$ cat src/rtl/rxv_pkg.sv
package rxv_pkg;
  // Status flag positions in tokenStatus
  localparam int STAT_CRC  = 0;
  localparam int STAT_LEN  = 1;
  localparam int STAT_VER  = 2;
  localparam int STAT_OVR  = 3;
  localparam int STAT_W    = 4;

  typedef struct packed {
    logic start;    // first byte of a new frame
    logic push;     // byte enters the staging buffer
    logic pop;      // head byte goes to memory
    logic flush;    // discard staging contents
    logic dropped;  // current frame was overrun
  } rxvStrobe_t;
endpackage

$ cat src/rtl/rxv_datapath.sv
module rxv_datapath
  import rxv_pkg::*;
#(
  parameter int          DEPTH         = 8,
  parameter int          CHUNK_BYTES   = 16,
  parameter int          LEN_W         = 16,
  parameter int          CHUNK_CNT_W   = 12,
  parameter int          MIN_LEN       = 14,
  parameter logic [31:0] CRC_POLY_REFL = 32'hEDB88320,
  parameter logic [31:0] RESET_SEED    = 32'hFFFFFFFF,
  parameter logic [31:0] RESET_RESIDUE = 32'hDEBB20E3
) (
  input  logic                   clk,
  input  logic                   rstN,
  input  logic                   initLoad,
  input  logic [31:0]            initSeed,
  input  logic [31:0]            initResidue,
  input  logic [LEN_W-1:0]       maxLen,
  input  logic [7:0]             rxData,
  input  rxvStrobe_t             strb,
  output logic                   fifoEmpty,
  output logic                   fifoOne,
  output logic                   fifoFull,
  output logic [7:0]             memData,
  output logic                   allocStrobe,
  output logic [STAT_W-1:0]      tokenStatus,
  output logic [CHUNK_CNT_W-1:0] tokenChunks,
  output logic [LEN_W-1:0]       frameLen
);
  localparam int PTR_W = $clog2(DEPTH);
  localparam int CNT_W = $clog2(DEPTH + 1);
  localparam int OFS_W = $clog2(CHUNK_BYTES);

  function automatic logic [31:0] crcStep(input logic [31:0] c, input logic [7:0] d);
    logic [31:0] r;
    r = c;
    for (int b = 0; b < 8; b++) begin
      r = {1'b0, r[31:1]} ^ ({32{r[0] ^ d[b]}} & CRC_POLY_REFL);
    end
    return r;
  endfunction

  function automatic logic [PTR_W-1:0] ptrInc(input logic [PTR_W-1:0] p);
    return (p == PTR_W'(DEPTH - 1)) ? '0 : p + PTR_W'(1);
  endfunction

  logic [7:0]             stage [DEPTH];
  logic [PTR_W-1:0]       wrPtr, rdPtr;
  logic [CNT_W-1:0]       count;
  logic [31:0]            crcSeed, crcResidue, crcReg;
  logic [LEN_W-1:0]       lenCnt;
  logic [1:0]             verField;
  logic [OFS_W-1:0]       wrIdx;
  logic [CHUNK_CNT_W-1:0] chunkCnt;

  // Staging buffer storage
  always_ff @(posedge clk) begin
    if (strb.push && !strb.flush) stage[wrPtr] <= rxData;
  end

  always_ff @(posedge clk or negedge rstN) begin
    if (!rstN) begin
      wrPtr <= '0;
      rdPtr <= '0;
      count <= '0;
    end else if (strb.flush) begin
      wrPtr <= '0;
      rdPtr <= '0;
      count <= '0;
    end else begin
      if (strb.push) wrPtr <= ptrInc(wrPtr);
      if (strb.pop)  rdPtr <= ptrInc(rdPtr);
      case ({strb.push, strb.pop})
        2'b10:   count <= count + CNT_W'(1);
        2'b01:   count <= count - CNT_W'(1);
        default: count <= count;
      endcase
    end
  end

  assign fifoEmpty = (count == '0);
  assign fifoOne   = (count == CNT_W'(1));
  assign fifoFull  = (count == CNT_W'(DEPTH));
  assign memData   = stage[rdPtr];

  // CRC, length and version capture on the arrival side
  always_ff @(posedge clk or negedge rstN) begin
    if (!rstN) begin
      crcSeed    <= RESET_SEED;
      crcResidue <= RESET_RESIDUE;
      crcReg     <= '0;
      lenCnt     <= '0;
      verField   <= '0;
    end else begin
      if (initLoad) begin
        crcSeed    <= initSeed;
        crcResidue <= initResidue;
      end
      if (strb.push) begin
        crcReg <= crcStep(strb.start ? crcSeed : crcReg, rxData);
        if (strb.start)                lenCnt <= LEN_W'(1);
        else if (lenCnt != '1)         lenCnt <= lenCnt + LEN_W'(1);
      end
      if (strb.start) verField <= rxData[1:0];
    end
  end

  // Chunk reservation on the memory side
  assign allocStrobe = strb.pop && (wrIdx == '0);

  always_ff @(posedge clk or negedge rstN) begin
    if (!rstN) begin
      wrIdx    <= '0;
      chunkCnt <= '0;
    end else if (strb.start) begin
      wrIdx    <= '0;
      chunkCnt <= '0;
    end else if (strb.pop) begin
      wrIdx <= wrIdx + OFS_W'(1);
      if (allocStrobe) chunkCnt <= chunkCnt + CHUNK_CNT_W'(1);
    end
  end

  always_comb begin
    tokenStatus = '0;
    if (strb.dropped) begin
      tokenStatus[STAT_OVR] = 1'b1;
    end else begin
      tokenStatus[STAT_CRC] = (crcReg != crcResidue);
      tokenStatus[STAT_LEN] = (lenCnt < LEN_W'(MIN_LEN)) || (lenCnt > maxLen);
      tokenStatus[STAT_VER] = (verField != 2'b00);
    end
  end

  assign tokenChunks = chunkCnt;
  assign frameLen    = lenCnt;
endmodule

$ cat src/rtl/rxv_control.sv
module rxv_control
  import rxv_pkg::*;
(
  input  logic       clk,
  input  logic       rstN,
  input  logic       rxValid,
  input  logic       rxLast,
  input  logic       busGrant,
  input  logic       fifoEmpty,
  input  logic       fifoOne,
  input  logic       fifoFull,
  output rxvStrobe_t strb,
  output logic       busReq,
  output logic       tokenValid
);
  typedef enum logic [1:0] {ST_IDLE, ST_RECV, ST_DROP, ST_DONE} rxvState_e;

  rxvState_e state, stateNext;
  logic      lastSeen, dropped;
  logic      overflow;

  always_comb begin
    stateNext    = state;
    strb         = '0;
    strb.dropped = dropped;
    overflow     = 1'b0;
    case (state)
      ST_IDLE, ST_DONE: begin
        stateNext = ST_IDLE;
        if (rxValid) begin
          strb.start = 1'b1;
          strb.push  = 1'b1;
          stateNext  = ST_RECV;
        end
      end
      ST_RECV: begin
        strb.pop = busGrant && !fifoEmpty;
        if (rxValid && !lastSeen) begin
          if (!fifoFull || strb.pop) begin
            strb.push = 1'b1;
          end else begin
            overflow   = 1'b1;
            strb.flush = 1'b1;
            strb.pop   = 1'b0;
            stateNext  = rxLast ? ST_DONE : ST_DROP;
          end
        end
        // Finish in the cycle of the final write so the token follows it directly
        if (lastSeen && (fifoEmpty || (fifoOne && strb.pop))) stateNext = ST_DONE;
      end
      ST_DROP: begin
        if (rxValid && rxLast) stateNext = ST_DONE;
      end
      default: stateNext = ST_IDLE;
    endcase
  end

  always_ff @(posedge clk or negedge rstN) begin
    if (!rstN) begin
      state    <= ST_IDLE;
      lastSeen <= 1'b0;
      dropped  <= 1'b0;
    end else begin
      state <= stateNext;
      if (strb.start) begin
        lastSeen <= rxLast;
        dropped  <= 1'b0;
      end else begin
        if (strb.push && rxLast) lastSeen <= 1'b1;
        if (overflow)            dropped  <= 1'b1;
      end
    end
  end

  assign busReq     = (state == ST_RECV);
  assign tokenValid = (state == ST_DONE);
endmodule

$ cat src/rtl/rx_frame_validator.sv
module rx_frame_validator
  import rxv_pkg::*;
#(
  parameter int DEPTH       = 8,
  parameter int CHUNK_BYTES = 16,
  parameter int LEN_W       = 16,
  parameter int CHUNK_CNT_W = 12,
  parameter int MIN_LEN     = 14
) (
  input  logic                   clk,
  input  logic                   rstN,
  input  logic                   initLoad,
  input  logic [31:0]            initSeed,
  input  logic [31:0]            initResidue,
  input  logic [LEN_W-1:0]       maxLen,
  input  logic                   rxValid,
  input  logic [7:0]             rxData,
  input  logic                   rxLast,
  output logic                   busReq,
  input  logic                   busGrant,
  output logic                   memWrite,
  output logic [7:0]             memData,
  output logic                   allocStrobe,
  output logic                   tokenValid,
  output logic                   tokenAccept,
  output logic                   tokenRelease,
  output logic [STAT_W-1:0]      tokenStatus,
  output logic [CHUNK_CNT_W-1:0] tokenChunks,
  output logic [LEN_W-1:0]       frameLen
);
  rxvStrobe_t strb;
  logic       fifoEmpty, fifoOne, fifoFull;

  rxv_control u_control (
    .clk        (clk),
    .rstN       (rstN),
    .rxValid    (rxValid),
    .rxLast     (rxLast),
    .busGrant   (busGrant),
    .fifoEmpty  (fifoEmpty),
    .fifoOne    (fifoOne),
    .fifoFull   (fifoFull),
    .strb       (strb),
    .busReq     (busReq),
    .tokenValid (tokenValid)
  );

  rxv_datapath #(
    .DEPTH       (DEPTH),
    .CHUNK_BYTES (CHUNK_BYTES),
    .LEN_W       (LEN_W),
    .CHUNK_CNT_W (CHUNK_CNT_W),
    .MIN_LEN     (MIN_LEN)
  ) u_datapath (
    .clk         (clk),
    .rstN        (rstN),
    .initLoad    (initLoad),
    .initSeed    (initSeed),
    .initResidue (initResidue),
    .maxLen      (maxLen),
    .rxData      (rxData),
    .strb        (strb),
    .fifoEmpty   (fifoEmpty),
    .fifoOne     (fifoOne),
    .fifoFull    (fifoFull),
    .memData     (memData),
    .allocStrobe (allocStrobe),
    .tokenStatus (tokenStatus),
    .tokenChunks (tokenChunks),
    .frameLen    (frameLen)
  );

  assign memWrite     = strb.pop;
  assign tokenAccept  = tokenValid && (tokenStatus == '0);
  assign tokenRelease = tokenValid && (tokenStatus != '0);
endmodule

$ cat config.mk
export PLATFORM = sky130hd
export DESIGN_NAME = rx_frame_validator
export DESIGN_NICKNAME = d
export VERILOG_FILES = /design/src/rtl/rxv_pkg.sv /design/src/rtl/rxv_datapath.sv /design/src/rtl/rxv_control.sv /design/src/rtl/rx_frame_validator.sv
export SDC_FILE = /design/constraint.sdc
export NUM_CORES = 1
export LEC_CHECK = 0
export ABC_AREA = 0
export BUFFER_PORTS_ARGS = -buffer_cell sky130_fd_sc_hd__buf_4
export CAP_MARGIN = 30
export CORE_ASPECT_RATIO = 1.1
export CORE_UTILIZATION = 58
export DETAILED_ROUTE_END_ITERATION = 12
export PLACE_DENSITY = 0.78
export RECOVER_POWER = 100
export REMOVE_ABC_BUFFERS = 1
export SETUP_SLACK_MARGIN = 0.4
export SLEW_MARGIN = 30
export SYNTH_ARGS = -nofsm -noshare
export SYNTH_HDL_FRONTEND = slang
export SYNTH_SLANG_ARGS = --single-unit
$ cat constraint.sdc
create_clock -name clk -period 3.5 [get_ports clk]
set_clock_uncertainty 0.05 [all_clocks]
set_input_delay 0.35 -clock clk [delete_from_list [all_inputs] [get_ports clk]]
set_output_delay 0.35 -clock clk [all_outputs]
set_load 0.05 [all_outputs]
# Word level (Yosys, flattened, before mapping)
# Memory sizes are Yosys's and may differ from the RTL's.
# Cells that the tools add are included.
# W data, S select, Z words.
[op_classes]
mux = 42
addsub = 7
eq_ne = 14
n_reduce_logical = 35
bitwise_logic = 16
magnitude_cmp = 2
[op_table]
columns = ["operator", "n"]
rows = [
  ["$xor A31 B32 Y32", 8],
  ["$mux W12", 3],
  ["$mux W16", 2],
  ["$mux W32", 1],
  ["$ne A32 B32 Y1", 1],
  ["$mux W3", 9],
  ["$add A16 B1 Y16 const B", 1],
  ["$gt A16 B16 Y1", 1],
  ["$lt A16 B4 Y1 const B", 1],
  ["$ne A16 B16 Y1 const B", 1],
  ["$reduce_bool A2 Y1", 8],
  ["$mux W1", 14],
  ["$mux W2", 7],
  ["$add A12 B1 Y12 const B", 1],
  ["$logic_not A4 Y1", 3],
  ["$mux W4", 3],
  ["$logic_and A1 B1 Y1", 10],
  ["$add A4 B1 Y4 const B", 2],
  ["$pmux W4 S2", 1],
  ["$xor A1 B1 Y1", 8],
  ["$add A3 B1 Y3 const B", 2],
  ["$eq A2 B2 Y1 const B", 3],
  ["$eq A3 B3 Y1 const B", 2],
  ["$pmux W2 S3", 1],
  ["other kinds (16)", 23],
]
[totals]
elab_cells = 130
inputBits = 94
output_inout_bits = 46
ram_bits = 64
register_bits = 144
mem_count = 1
[memory_table]
columns = ["name", "depth", "width", "rd", "rd_ports_with_merged_regs", "write_ports", "line", "source"]
rows = [
  ["u_datapath.stage", 8, 8, 1, 0, 1, "rxv_datapath.sv:47", "logic [7:0] stage [DEPTH];"],
]

# Depth between registers and ports, before layout
# Gate-level depths: netlist of the first run.
[depth]
depth_word = 20
mapped_depth = 11
mapped_depth_nobuf = 9

# Modules after synthesis
# From an unflattened synthesis of the first run, not the netlist that was laid out.
[hier_totals]
cells_unflattened = 808
area_unflattened_um2 = 10491.3
[by_module_without_submodules]
columns = ["module", "seq_area_each_um2", "cells_each", "area_each_um2", "instances"]
rows = [
  ["rxv_datapath", 5487.8, 767, 10126.0, 1],
  ["rxv_control", 100.1, 38, 340.3, 1],
  ["rx_frame_validator", 0.0, 3, 25.0, 1],
]

# Worst setup path after synthesis of the first run
# No wires, ideal clock.
[synth_path]
kind = "register -> register"
start = "reg u_control.state[1]"
end = "mem u_datapath.stage[2][0], enable pin"
slack_ps = 281
path_stages_with_launch = 8
n_path_buf = 1
arrival_ps = 2784
t_required_ps = 3065
period_less_slack_ps = 3219
setup_time_ps = 385
cell_sequence = "dfrtp_1 inv_1 ha_1 a31oi_1 or2_2 buf_2 or3_1 nor3b_1"
[synth_between]
elab_chain_len = 6
elab_cells_between_ends = 10
cone_classes = "eq/ne (2); mux (4); reduce/logical (4)"
[synth_lines]
columns = ["element", "line", "source"]
rows = [
  ["from (decl)", "rxv_control.sv:18", "rxvState_e state, stateNext;"],
  ["from (signal assigned)", "rxv_control.sv:64", "state <= stateNext;"],
  ["$eq A2 B1 Y1 (*)", "n/a", ""],
  ["via busReq", "rx_frame_validator.sv:19", "output logic busReq,"],
  ["$mux W2", "rxv_control.sv:27", "case (state)"],
  ["$logic_not A1 Y1", "rxv_datapath.sv:58", "if (strb.push && !strb.flush) stage[wrPtr] <= rxData;"],
  ["$logic_and A1 B1 Y1 (*)", "rxv_datapath.sv:58", ""],
  ["$mux W1 (*)", "rxv_datapath.sv:58", ""],
  ["$mux W1 (implied by the code) (*)", "rxv_datapath.sv:58", ""],
  ["to (decl)", "rxv_datapath.sv:47", ""],
]
# Mark *: on every way through the listed nets, which the timed path passes. The rest lies on a longest branch.

# Worst setup path after layout of the first run
[layout_path]
start = "reg u_control.state[0]"
end = "mem u_datapath.stage[0][1], enable pin"
[layout_between]
elab_chain_len = 6
elab_cells_between_ends = 10
cone_classes = "eq/ne (2); mux (4); reduce/logical (4)"
[layout_lines]
columns = ["element", "line"]
rows = [
  ["$eq A2 B2 Y1, or another cell as far along", "rxv_control.sv:27"],
  ["$reduce_or A2 Y1 or $mux W2 (tied branches)", "rxv_control.sv:27"],
  ["$pmux W1 S2 or $logic_not A1 Y1 (tied branches)", "rxv_control.sv:27, rxv_datapath.sv:58"],
  ["$logic_and A1 B1 Y1 (*)", "rxv_datapath.sv:58"],
  ["$mux W1 (*)", "rxv_datapath.sv:58"],
  ["$mux W1 (implied by the code) (*)", "rxv_datapath.sv:58"],
]
# Mark *: on every way between the ends. The rest lies on a longest branch, timed or not.

==> results of run 1 <==
[worst reg2reg max path, delay by kind of cell, from the launching register on]
kind	cells	cell delay [ns]
adders and majority gates	1	0.51
buffers and inverters	2	0.47
AOI/OAI and AO/OA	1	0.06
and+or+nand+nor	4	1.29
DFF	1	0.37
[state kept, by name, indices dropped and copies added (netlist names), 4 cells and up]
name,cells
u_datapath.crcResidue,32
u_datapath.stage,64
u_datapath.tokenChunks,12
u_datapath.count,4
u_datapath.crcReg,32
u_datapath.frameLen,16
u_datapath.wrIdx,4
u_datapath.crcSeed,32
[power by group through the flow]
stage	registers [W]	logic [W]	clock network, W
after floorplan	0.00348	0.00368	0
after detailed placement	0.00357	0.00491	0
after global placement	0.00356	0.00479	0
after CTS	0.00354	0.00496	0.00236
after global routing	0.00360	0.00524	0.00246
final	0.00354	0.00486	0.00232
[worst paths after layout]
check,from,slack (ns),endpoint
worst max-delay path,u_control.state[0],0.39,u_datapath.stage[0][1]
worst min-delay path,initResidue[26],0.03,u_datapath.crcResidue[26]
worst max register to register,u_control.state[0],0.39,u_datapath.stage[0][1]
worst min register to register,u_datapath.verField[1],0.45,u_datapath.verField[1]
max in group asynchronous,rstN,1.21,u_datapath.crcResidue[18]
min in group asynchronous,rstN,0.72,u_datapath.crcReg[8]
[layout make-up]
class / count / share of cell area [%]
Sequential cell: 208 / 44.4
Multi-Input combinational cell: 603 / 38.7
Timing Repair Buffer: 159 / 7.96
Clock buffer: 32 / 5.00
Tap cell: 238 / 2.37
Inverter: 26 / 0.776
Clock inverter: 8 / 0.756
[timing repair]
action,4_1_cts,5_1_grt
pin swaps,0,1
hold buffers,1,0
endpoints found under the setup margin,1,23
endpoints found under the hold margin,42,0
buffers inserted,0,2
resized for setup,3,4
[kinds of logic after synthesis]
| family | Yosys count | synth area share, % |
|---|---|---|
| AO/OA/AOI/OAI | 112 | 6.32 |
| XOR/XNOR | 110 | 11.1 |
| adder cells (fa/ha/maj) | 31 | 3.60 |
| buffers and inverters | 62 | 2.33 |
| flip-flops | 208 | 52.2 |
| multiplexers | 117 | 13.8 |
| AND/OR/NAND/NOR | 233 | 10.6 |
[per-layer routing]
layer	wire length, um	up-vias
met5	0	-
met4	710	0
met3	1010	51
met2	12400	199
met1	9730	3583
li1	-	3417
[cell usage in the layout (no fill, tap or decap), types with 30 or more instances in the layout]
cell and count:
sky130_fd_sc_hd__buf_4 99, sky130_fd_sc_hd__nand2_1 72, sky130_fd_sc_hd__clkbuf_1 57, sky130_fd_sc_hd__mux2_2 74
sky130_fd_sc_hd__o21ai_0 51, sky130_fd_sc_hd__edfxtp_1 64, sky130_fd_sc_hd__nor2_1 54, sky130_fd_sc_hd__dfrtp_1 93
sky130_fd_sc_hd__dfstp_2 50, sky130_fd_sc_hd__ha_1 30, sky130_fd_sc_hd__xor2_1 54, sky130_fd_sc_hd__xnor2_1 39
[through the flow]
step / setup slack, ns / hold WS (ns) / cells / setup TNS (ns)
2_1_floorplan: -1.32 / 0.00441 / 837 / -81.87
3_3_place_gp: 0.575 / 0.318 / 1231 / 0
3_5_place_dp: 0.484 / 0.314 / 1231 / 0
4_1_cts: 0.423 / 0.0222 / 1272 / 0
5_1_grt: 0.216 / 0.0201 / 1274 / 0
6_report: 0.386 / 0.0311 / 1274 / 0
==> parameters.txt, run 1 <==
Parameter                              Value

Finish
  Number of nets at the end of the flow ... 1144
  Final-layout fill cell count ... 1348
  Area Growth Syn to Fin ... 17.5%
  Number of antenna diodes ... 0
  Core Util, Final ... 70.4%
  Share of layout cells above drive strength 1 ... 28.2%
  Area of the multi-input gates ... 4870 um^2
  Area of all placed cells without fillers ... 12600 um^2
  Combined flip-flop and latch cell area ... 5590 um^2

Placement
  Number of buffer cells added on primary ports ... 139
  Placed cell areas ... 12000 um^2
  Half-perimeter wire length of the detailed placement result ... 16800 um
  Routability Congestion ... 0.845

Critical path
  Number of cells on the critical path ... 8
  Worst EP arrival ... 3.20 ns
  Worst path slowest cell ... sky130_fd_sc_hd__ha_1
  Maximum net fanout on the critical path ... 16
  Gate family responsible for the most delay along the worst path ... simple AND/OR/NAND/NOR gates
  CP endpoint kind ... register
  Worst endpoint required time ... 3.59 ns
  Count of buffer and inverter cells on the critical path ... 2
  Slowest stage delay, CP ... 0.51 ns
  Crit Path Class ... reg -> reg
  Critical path cell sequence ... inv_1 > ha_1 > and2_4 > a31oi_1 > or2_2 > or3_1 > nor3_1 > clkbuf_1
  R2R depth ... 8
  Element type at the critical path start ... register

GRT
  GR Layer Usage met3 ... 2.98%
  Number of antenna violations at the first check in global routing ... 0
  Maximum number of pins on one net before global-route repair ... 65
  Global routing usage summed across all routing layers ... 25.7%
  Sum of overflow across all layers after global routing ... 0
  Met2 track demand over resource ... 45.7%
  Top Usage Layer GRT ... met2
  Via count of the first global-routing pass ... 7333
  Met1 Resource Use GR ... 32.2%
  First-pass GRT wire length ... 37900 um

Die
  Total number of placement rows ... 51
  Die width ... 132 um
  Core footprint ... 17900 um^2
  Overall die height ... 144 um
  Total die area ... 19000 um^2
  Ports placed on the boundary ... 140
  Effective utilization at floorplan ... 59.9%

CTS
  Sink count of the clock tree ... 208
  TritonCTS clock tree ... built
  Largest buffer count on any clock path ... 3
  Clock buffers created by TritonCTS ... 22
  Clock H-tree levels ... 1
  Clock slew seen by the registers of the worst setup and hold paths ... 0.06 ns
  CTS Root Buffer Type ... sky130_fd_sc_hd__clkbuf_16
  Insertion delay of the later-clocked pin in the worst-skew pair ... 0.50 ns

Detailed routing
  Routed length per placed instance ... 18.7 um
  Wire length reported by the detailed router ... 23800 um
  1st-pass router iterations ... 5
  Total number of vias ... 7250
  Routed Antenna Nets ... 0
  Detailed router's first-iteration violation count ... 515
  Post-route DRC violation count ... 0
  Per-cell via count in the routed design ... 5.69

Yosys
  Portion of the post-synthesis area used by sequential elements ... 52.2%
  Synth top cells by count ... 94 x sky130_fd_sc_hd__dfrtp_1, 74 x sky130_fd_sc_hd__mux2_2, 72 x sky130_fd_sc_hd__nand2_1
  Netlist Area Pre-Place ... 10700 um^2
  Top area cells in the synthesized netlist ... sky130_fd_sc_hd__dfrtp_1 22%, sky130_fd_sc_hd__edfxtp_1 18%, sky130_fd_sc_hd__dfstp_2 12%, sky130_fd_sc_hd__mux2_2 7.8%, sky130_fd_sc_hd__xor2_1 4.3%
  Prevailing post-synth register cell ... sky130_fd_sc_hd__dfrtp_1
  Synthesized area per cell ... 12.3 um^2
  Area share of the leading cell type in the synthesized netlist ... 22.0%
  Unique masters post-synth ... 61
  Fraction of registers with async set/reset ... 69.2%
  Synthesized instance count ... 873
  Cell with the most instances after synthesis ... sky130_fd_sc_hd__dfrtp_1
  Register bit count reported by yosys ... 208
  Yosys synthesis warning count ... 0
  Cell type contributing the most total cell area after synthesis ... sky130_fd_sc_hd__dfrtp_1
  Post-synth EDFFs ... 64

Power
  Combinational share of power ... 45.3%
  Maximum vdd drop ... 0.500 mV
  Net switching power of the design ... 0.00404 W
  Total power density per cell area ... 852 nW/um^2
  Fraction of power spent switching nets ... 37.7%
  Internal power ... 0.00667 W
  Sequential power share ... 33.0%
  Clock Power Share ... 21.7%
  Pwr Total ... 0.0107 W
  Total leakage power ... 5.33 nW

Timing
  Final-report setup violation count ... 0
  Count of final hold-check violations ... 0
  Fmax ... 321 MHz
  Relative slew margins ... -7.27%
  Least-Margin Pin Slew ... 1.61 ns
  RSZ-0062 raised after global routing ... no
  Minimum period implied by the final worst setup slack ... 3.11 ns
  Final critical-path share of the clock period ... 89.0%
  Max-slew violation count ... 126

Min path
  Type of the tightest min-delay check ... in -> reg
  Number of cells on the worst hold path ... 2

Flow run
  Max-capacitance violation count ... 2

Status
  Violated checks ... max-capacitance violations, max-slew violations
  Outcome ... finished with violations
Power figures use the tool's default switching activity.
==> run 2: changes to the inputs <==
- CORE_MARGIN: default -> 2
- CORE_UTILIZATION: 58 -> 50
- PLACE_DENSITY: 0.78 -> 0.69
==> run 2 against run 1 <==
Net effect: the flow still finishes with violations (max-capacitance violations, max-slew violations); sequential share of layout area decreased by 0.27 points; critical path depth decreased by 1; worst setup slack got worse by 0.086 ns; power decreased by 1.3%; combinational power decreased by 1%; wire length decreased by 2.3%; non-clock buffer count increased by 1; largest cell class unchanged.
==> parameters.txt, run 2 (same netlist as run 1, synthesis figures left out) <==
Parameter                              Value

Critical path
  Worst endpoint required time ... 3.10 ns (was 3.59 ns)
  Crit Path Class ... reg -> out (was reg -> reg)
  CP endpoint kind ... output port (was register)
  Element type at the critical path start ... register (unchanged)
  Worst path slowest cell ... sky130_fd_sc_hd__dfstp_2 (was sky130_fd_sc_hd__ha_1)
  End of the worst register-to-register path ... u_datapath.stage[0][5] (was u_datapath.stage[0][1])
  Maximum net fanout on the critical path ... 2 (was 16)
  Critical path cell sequence ... xor2_1 > nor4_1 > nand4_1 > nor2_1 > and4b_1 > and3_1 > clkbuf_2 (was inv_1 > ha_1 > and2_4 > a31oi_1 > or2_2 > or3_1 > nor3_1 > clkbuf_1)
  R2R depth ... 9 (was 8)
  Launching point of the worst reg2reg path ... u_control.state[0] (unchanged)
  Setup slack on the worst flop-to-flop path ... 0.43 ns (was 0.39 ns)
  Gate family responsible for the most delay along the worst path ... simple AND/OR/NAND/NOR gates (unchanged)
  Slowest stage delay, CP ... 0.54 ns (was 0.51 ns)
  Worst EP arrival ... 2.80 ns (was 3.20 ns)
  Count of buffer and inverter cells on the critical path ... 1 (was 2)

CTS
  Clock buffers created by TritonCTS ... 23 (was 22)
  TritonCTS clock tree ... built (unchanged)
  Clock slew seen by the registers of the worst setup and hold paths ... 0.06 ns (about the same)
  Largest buffer count on any clock path ... 3 (unchanged)
  CTS Root Buffer Type ... sky130_fd_sc_hd__clkbuf_16 (unchanged)
  Clock H-tree levels ... 1 (unchanged)
  Sink count of the clock tree ... 208 (unchanged)
  Insertion delay of the later-clocked pin in the worst-skew pair ... 0.50 ns (about the same)

Power
  Total power density per cell area ... 836 nW/um^2 (was 852 nW/um^2)
  Sequential power share ... 33.2% (was 33.0%)
  Maximum vdd drop ... 0.711 mV (was 0.500 mV)
  Fraction of power spent switching nets ... 37.4% (was 37.7%)
  Total leakage power ... 5.34 nW (was 5.33 nW)
  Internal power ... 0.00661 W (was 0.00667 W)
  Pwr Total ... 0.0106 W (was 0.0107 W)
  Combinational share of power ... 45.3% (about the same)
  Net switching power of the design ... 0.00396 W (was 0.00404 W)
  Clock Power Share ... 21.5% (was 21.7%)

Detailed routing
  Routed length per placed instance ... 17.5 um (was 18.7 um)
  Max layer used ... met4 (unchanged)
  Total number of vias ... 7031 (was 7250)
  M1 wire length ... 10100 um (was 9730 um)
  Detailed router's first-iteration violation count ... 361 (was 515)
  Routed Antenna Nets ... 0 (unchanged)
  1st-pass router iterations ... 7 (was 5)
  Wire length reported by the detailed router ... 23300 um (was 23800 um)
  Met3 layer wire length in the routed design ... 778 um (was 1010 um)
  Post-route DRC violation count ... 0 (unchanged)
  Routed length on met2 ... 12000 um (was 12400 um)
  Per-cell via count in the routed design ... 5.29 (was 5.69)

Die
  Effective utilization at floorplan ... 50.6% (was 59.9%)
  Core footprint ... 21200 um^2 (was 17900 um^2)
  Die width ... 144 um (was 132 um)
  Total die area ... 22600 um^2 (was 19000 um^2)
  Total number of placement rows ... 56 (was 51)
  Ports placed on the boundary ... 140 (unchanged)
  Overall die height ... 157 um (was 144 um)

Finish
  Number of antenna diodes ... 0 (unchanged)
  Flip-flop count of the largest register, all copies and words added ... 64 (unchanged)
  Final-layout fill cell count ... 1805 (was 1348)
  Most common library cell in the layout ignoring fill and taps ... sky130_fd_sc_hd__buf_4 (unchanged)
  Largest register by flop count ... u_datapath.stage (unchanged)
  Commonest non-fill, non-tap cells in the layout ... 103 x sky130_fd_sc_hd__buf_4, 93 x sky130_fd_sc_hd__dfrtp_1, 74 x sky130_fd_sc_hd__mux2_2 (was 99 x sky130_fd_sc_hd__buf_4, 93 x sky130_fd_sc_hd__dfrtp_1, 74 x sky130_fd_sc_hd__mux2_2)
  Share of layout cells above drive strength 1 ... 28.5% (was 28.2%)
  Area Growth Syn to Fin ... 18.2% (was 17.5%)
  Number of nets at the end of the flow ... 1146 (was 1144)

Timing
  Setup TNS ... 0 ns (unchanged)
  Least-Margin Pin Slew ... 2.25 ns (was 1.61 ns)
  Worst-case hold slack ... 0.0304 ns (was 0.0311 ns)
  Relative slew margins ... -50.0% (was -7.27%)
  Worst Slack Setup Final ... 0.300 ns (was 0.386 ns)
  Fmax ... 312 MHz (was 321 MHz)
  Count of final hold-check violations ... 0 (unchanged)
  Max-slew violation count ... 150 (was 126)
  Minimum period implied by the final worst setup slack ... 3.20 ns (was 3.11 ns)
  RSZ-0062 raised after global routing ... no (unchanged)
  Final critical-path share of the clock period ... 91.4% (was 89.0%)
  Final-report setup violation count ... 0 (unchanged)

GRT
  Number of antenna violations at the first check in global routing ... 0 (unchanged)
  First-pass GRT wire length ... 37300 um (was 37900 um)
  Global routing usage summed across all routing layers ... 21.0% (was 25.7%)
  Sum of overflow across all layers after global routing ... 0 (unchanged)
  Maximum number of pins on one net before global-route repair ... 86 (was 65)
  Via count of the first global-routing pass ... 7060 (was 7333)

Status
  Violated checks ... max-capacitance violations, max-slew violations (unchanged)
  Outcome ... finished with violations (unchanged)

Flow run
  Max-capacitance violation count ... 2 (unchanged)

Min path
  Type of the tightest min-delay check ... in -> reg (unchanged)
  Startpoint of the most critical hold path ... initResidue[27] (was initResidue[26])
  Number of cells on the worst hold path ... 2 (unchanged)
  Capture endpoint of the worst hold path ... u_datapath.crcResidue[27] (was u_datapath.crcResidue[26])

Placement
  Worst-case setup slack after placement ... 0.542 ns (was 0.484 ns)
  Half-perimeter wire length of the detailed placement result ... 16900 um (was 16800 um)
  Number of buffer cells added on primary ports ... 139 (unchanged)
  Routability Congestion ... 0.819 (was 0.845)
[run 2: cell types whose count changed in the layout (fill, tap and decap cells not counted), sizes merged]
cell	previous run	this run
buf	100	104
bufinv	2	1
clkbuf	90	82
clkinv	5	12
[run 2: timing repair]
| action | in CTS | in global routing |
|---|---|---|
| resized for setup | 5 | 3 |
| endpoints found under the setup margin | 2 | 6 |
| buffers inserted | 3 | 0 |
| pin swaps | 1 | 1 |
| hold buffers | 1 | 0 |
| cloned | 0 | 0 |
| hold endpoints to repair | 66 | 0 |
[run 2: through the flow]
stage | std cells | util, % | cell area (um^2)
2_1_floorplan | 837 | - | 10600
4_1_cts | 1328 | 60.8 | 12900
5_1_grt | 1328 | 59.8 | 12700
3_5_place_dp | 1283 | 57.2 | 12100
6_report | 1328 | 59.8 | 12700
3_3_place_gp | 1283 | 57.2 | 12100
[run 2: how the worst max path moves through the flow]
| stage | startpoint | to | slack (ns) | cells after the start |
|---|---|---|---|---|
| global placement | u_control.state[0] | u_datapath.crcReg[19] | 0.63 | 9 |
| CTS | u_datapath.frameLen[9] | tokenAccept | 0.46 | 8 |
| finish | u_datapath.crcResidue[28] | tokenAccept | 0.30 | 7 |
| global route | u_datapath.frameLen[10] | tokenAccept | 0.22 | 7 |
| floorplan | u_control.state[0] | u_datapath.stage[2][0] | -1.32 | 7 |
| detailed placement | u_control.state[0] | u_datapath.crcReg[19] | 0.54 | 9 |
[run 2: power by group through the flow]
| stage | Combinational (W) | Clock [W] | Sequential, W |
|---|---|---|---|
| 2_1_floorplan | 0.00368 | 0 | 0.00348 |
| 4_1_cts | 0.00492 | 0.00233 | 0.00352 |
| 3_5_place_dp | 0.00489 | 0 | 0.00356 |
| 5_1_grt | 0.00521 | 0.00244 | 0.00359 |
| 3_3_place_gp | 0.00481 | 0 | 0.00355 |
| 6_report | 0.00479 | 0.00228 | 0.00351 |
[run 2: area by class of cell]
class	instances	area (um^2)	share of cell area, %
timing repair buffer	160	1020	8.03
inverter	26	97.6	0.771
multi-input combinational	603	4870	38.5
clock buffer	27	622	4.91
sequential	208	5590	44.2
clock inverter	14	97.6	0.771
tap	290	363	2.87
[run 2: per-layer routing]
layer	global-route usage, %	vias to the layer above
li1	-	3424
met1	27.6	3445
met2	36.8	135
met3	2.80	27
met4	5.18	0
met5	0	-
==> run 3: changes to the inputs <==
- CORE_ASPECT_RATIO: 1.1 -> 0.5
==> run 3 against run 2 <==
Net effect: the run still ends with max-capacitance violations, max-slew violations left; global-route usage rose by 0.20 points; wire length increased by 1.4%; worst setup slack lost 0.029 ns; sequential cell count stayed put; sequential power about the same; critical path depth stayed put; sequential share of layout area is 0.48 points higher; die area increased by 0.31%; largest power group unchanged; highest routed layer unchanged.
==> parameters.txt, run 3 (same netlist as run 1, synthesis figures left out) <==
Parameter                              Value

Detailed routing
  1st-pass router iterations ... 5 (was 7)
  M1 wire length ... 11100 um (was 10100 um)
  Post-route DRC violation count ... 0 (unchanged)
  Detailed router's first-iteration violation count ... 424 (was 361)
  Routed length on met2 ... 11200 um (was 12000 um)
  Max layer used ... met4 (unchanged)
  Wire length reported by the detailed router ... 23600 um (was 23300 um)
  Per-cell via count in the routed design ... 5.42 (was 5.29)
  Routed length per placed instance ... 18.1 um (was 17.5 um)
  Met3 layer wire length in the routed design ... 762 um (was 778 um)
  Total number of vias ... 7058 (was 7031)
  Routed Antenna Nets ... 0 (unchanged)

Critical path
  Maximum net fanout on the critical path ... 2 (unchanged)
  CP endpoint kind ... output port (unchanged)
  Critical path cell sequence ... xor2_1 > nor4_1 > nand4_1 > nor2_1 > and4b_1 > and3_1 > clkbuf_2 (unchanged)
  Worst endpoint required time ... 3.10 ns (about the same)
  Element type at the critical path start ... register (unchanged)
  Worst EP arrival ... 2.83 ns (was 2.80 ns)
  Crit Path Class ... reg -> out (unchanged)
  Slowest stage delay, CP ... 0.54 ns (about the same)
  Worst path slowest cell ... sky130_fd_sc_hd__dfstp_2 (unchanged)

Flow run
  Max-capacitance violation count ... 2 (unchanged)

CTS
  Insertion delay of the later-clocked pin in the worst-skew pair ... 0.48 ns (was 0.50 ns)
  TritonCTS clock tree ... built (unchanged)
  Clock H-tree levels ... 1 (unchanged)
  Sink count of the clock tree ... 208 (unchanged)
  Clock slew seen by the registers of the worst setup and hold paths ... 0.07 ns (was 0.06 ns)
  Largest buffer count on any clock path ... 3 (unchanged)
  Clock buffers created by TritonCTS ... 19 (was 23)
  CTS Root Buffer Type ... sky130_fd_sc_hd__clkbuf_16 (unchanged)

Placement
  Routability Congestion ... 0.812 (was 0.819)
  Instance count after placement with tap cells included ... 1266 (was 1283)
  Half-perimeter wire length of the detailed placement result ... 17000 um (was 16900 um)
  Number of buffer cells added on primary ports ... 139 (unchanged)

Finish
  Number of nets at the end of the flow ... 1141 (was 1146)
  Share of layout cells above drive strength 1 ... 28.6% (was 28.5%)
  Largest register by flop count ... u_datapath.stage (unchanged)
  Non-filler cells, final ... 1302 (was 1328)
  Most common library cell in the layout ignoring fill and taps ... sky130_fd_sc_hd__buf_4 (unchanged)
  Commonest non-fill, non-tap cells in the layout ... 98 x sky130_fd_sc_hd__buf_4, 93 x sky130_fd_sc_hd__dfrtp_1, 74 x sky130_fd_sc_hd__mux2_2 (was 103 x sky130_fd_sc_hd__buf_4, 93 x sky130_fd_sc_hd__dfrtp_1, 74 x sky130_fd_sc_hd__mux2_2)
  Flip-flop count of the largest register, all copies and words added ... 64 (unchanged)
  Number of antenna diodes ... 0 (unchanged)
  Area Growth Syn to Fin ... 16.9% (was 18.2%)

Die
  Total die area ... 22700 um^2 (was 22600 um^2)
  Total number of placement rows ... 37 (was 56)
  Die width ... 211 um (was 144 um)
  Core footprint ... 20800 um^2 (was 21200 um^2)
  Effective utilization at floorplan ... 51.5% (was 50.6%)
  Ports placed on the boundary ... 140 (unchanged)
  Overall die height ... 107 um (was 157 um)

GRT
  Via count of the first global-routing pass ... 7151 (was 7060)
  Maximum number of pins on one net before global-route repair ... 78 (was 86)
  Sum of overflow across all layers after global routing ... 0 (unchanged)
  First-pass GRT wire length ... 37500 um (was 37300 um)
  Global routing usage summed across all routing layers ... 21.2% (was 21.0%)
  Number of antenna violations at the first check in global routing ... 0 (unchanged)

Timing
  Minimum period implied by the final worst setup slack ... 3.23 ns (was 3.20 ns)
  Fmax ... 310 MHz (was 312 MHz)
  Max-slew violation count ... 143 (was 150)
  Count of final hold-check violations ... 0 (unchanged)
  Least-Margin Pin Slew ... 1.89 ns (was 2.25 ns)
  Relative slew margins ... -26.3% (was -50.0%)
  Final critical-path share of the clock period ... 92.3% (was 91.4%)
  Worst-case hold slack ... 0.0432 ns (was 0.0304 ns)
  Setup TNS ... 0 ns (unchanged)
  RSZ-0062 raised after global routing ... no (unchanged)
  Final-report setup violation count ... 0 (unchanged)

Status
  Violated checks ... max-capacitance violations, max-slew violations (unchanged)
  Outcome ... finished with violations (unchanged)

Min path
  Type of the tightest min-delay check ... in -> reg (unchanged)

Power
  Total leakage power ... 5.29 nW (was 5.34 nW)
  Maximum vdd drop ... 0.385 mV (was 0.711 mV)
  Total power density per cell area ... 829 nW/um^2 (was 836 nW/um^2)
## run 3: final cells by class
type | count | area, um^2
clock buffers | 26 | 522
well taps | 273 | 342
repair buffers | 159 | 996
inverters | 26 | 97.6
clock inverters | 7 | 86.3
flip-flops and latches | 208 | 5590
fillers | 1730 | 8270
multi-input cells | 603 | 4880
## run 3: timing repair
action | 4_1_cts | 5_1_grt
hold buffers | 1 | 0
endpoints found under the setup margin | 3 | 35
pin swaps | 1 | 2
resized for setup | 5 | 11
endpoints found under the hold margin | 47 | 0
setup buffers | 2 | 0
## run 3: where the power goes
group          switching [W]  leakage (nW)  internal [W]
Combinational        0.00253          2.70       0.00224
Clock               0.000892         0.296       0.00119
Sequential          0.000508          2.30       0.00301
## run 3: routing by layer
layer | up-vias | track usage [%]
li1 | 3418 | -
met1 | 3476 | 29.9
met2 | 127 | 34.9
met3 | 37 | 2.65
met4 | 0 | 5.68
met5 | - | 0
## run 3: final timing paths
check | startpoint | cells past startpoint | slack (ns) | endpoint
worst max register to register | u_control.state[0] | 9 | 0.46 | u_datapath.crcReg[17]
worst min-delay path | initResidue[13] | 2 | 0.04 | u_datapath.crcResidue[13]
worst min register to register | u_datapath.verField[1] | 2 | 0.43 | u_datapath.verField[1]
min in group asynchronous | rstN | 2 | 0.89 | u_datapath.crcResidue[29]
max in group asynchronous | rstN | 3 | 0.97 | u_datapath.frameLen[9]
worst max-delay path | u_datapath.crcResidue[7] | 7 | 0.27 | tokenAccept
## run 3: critical path, delay by kind of cell (launching register included)
kind | cells | cell delay (ns)
buf+inv | 1 | 0.27
flops | 1 | 0.54
simple gates | 5 | 1.46
xor+xnor | 1 | 0.07
## run 3: stage by stage
step | worst slack, ns | power, W | util [%] | area (um^2)
6_report | 0.271 | 0.0104 | 60.2 | 12500
5_1_grt | 0.205 | 0.0110 | 60.2 | 12500
4_1_cts | 0.409 | 0.0105 | 61.2 | 12700
3_5_place_dp | 0.510 | 0.00842 | 58.1 | 12100
3_3_place_gp | 0.612 | 0.00829 | 58.1 | 12100
2_1_floorplan | -1.32 | 0.00715 | - | 10600
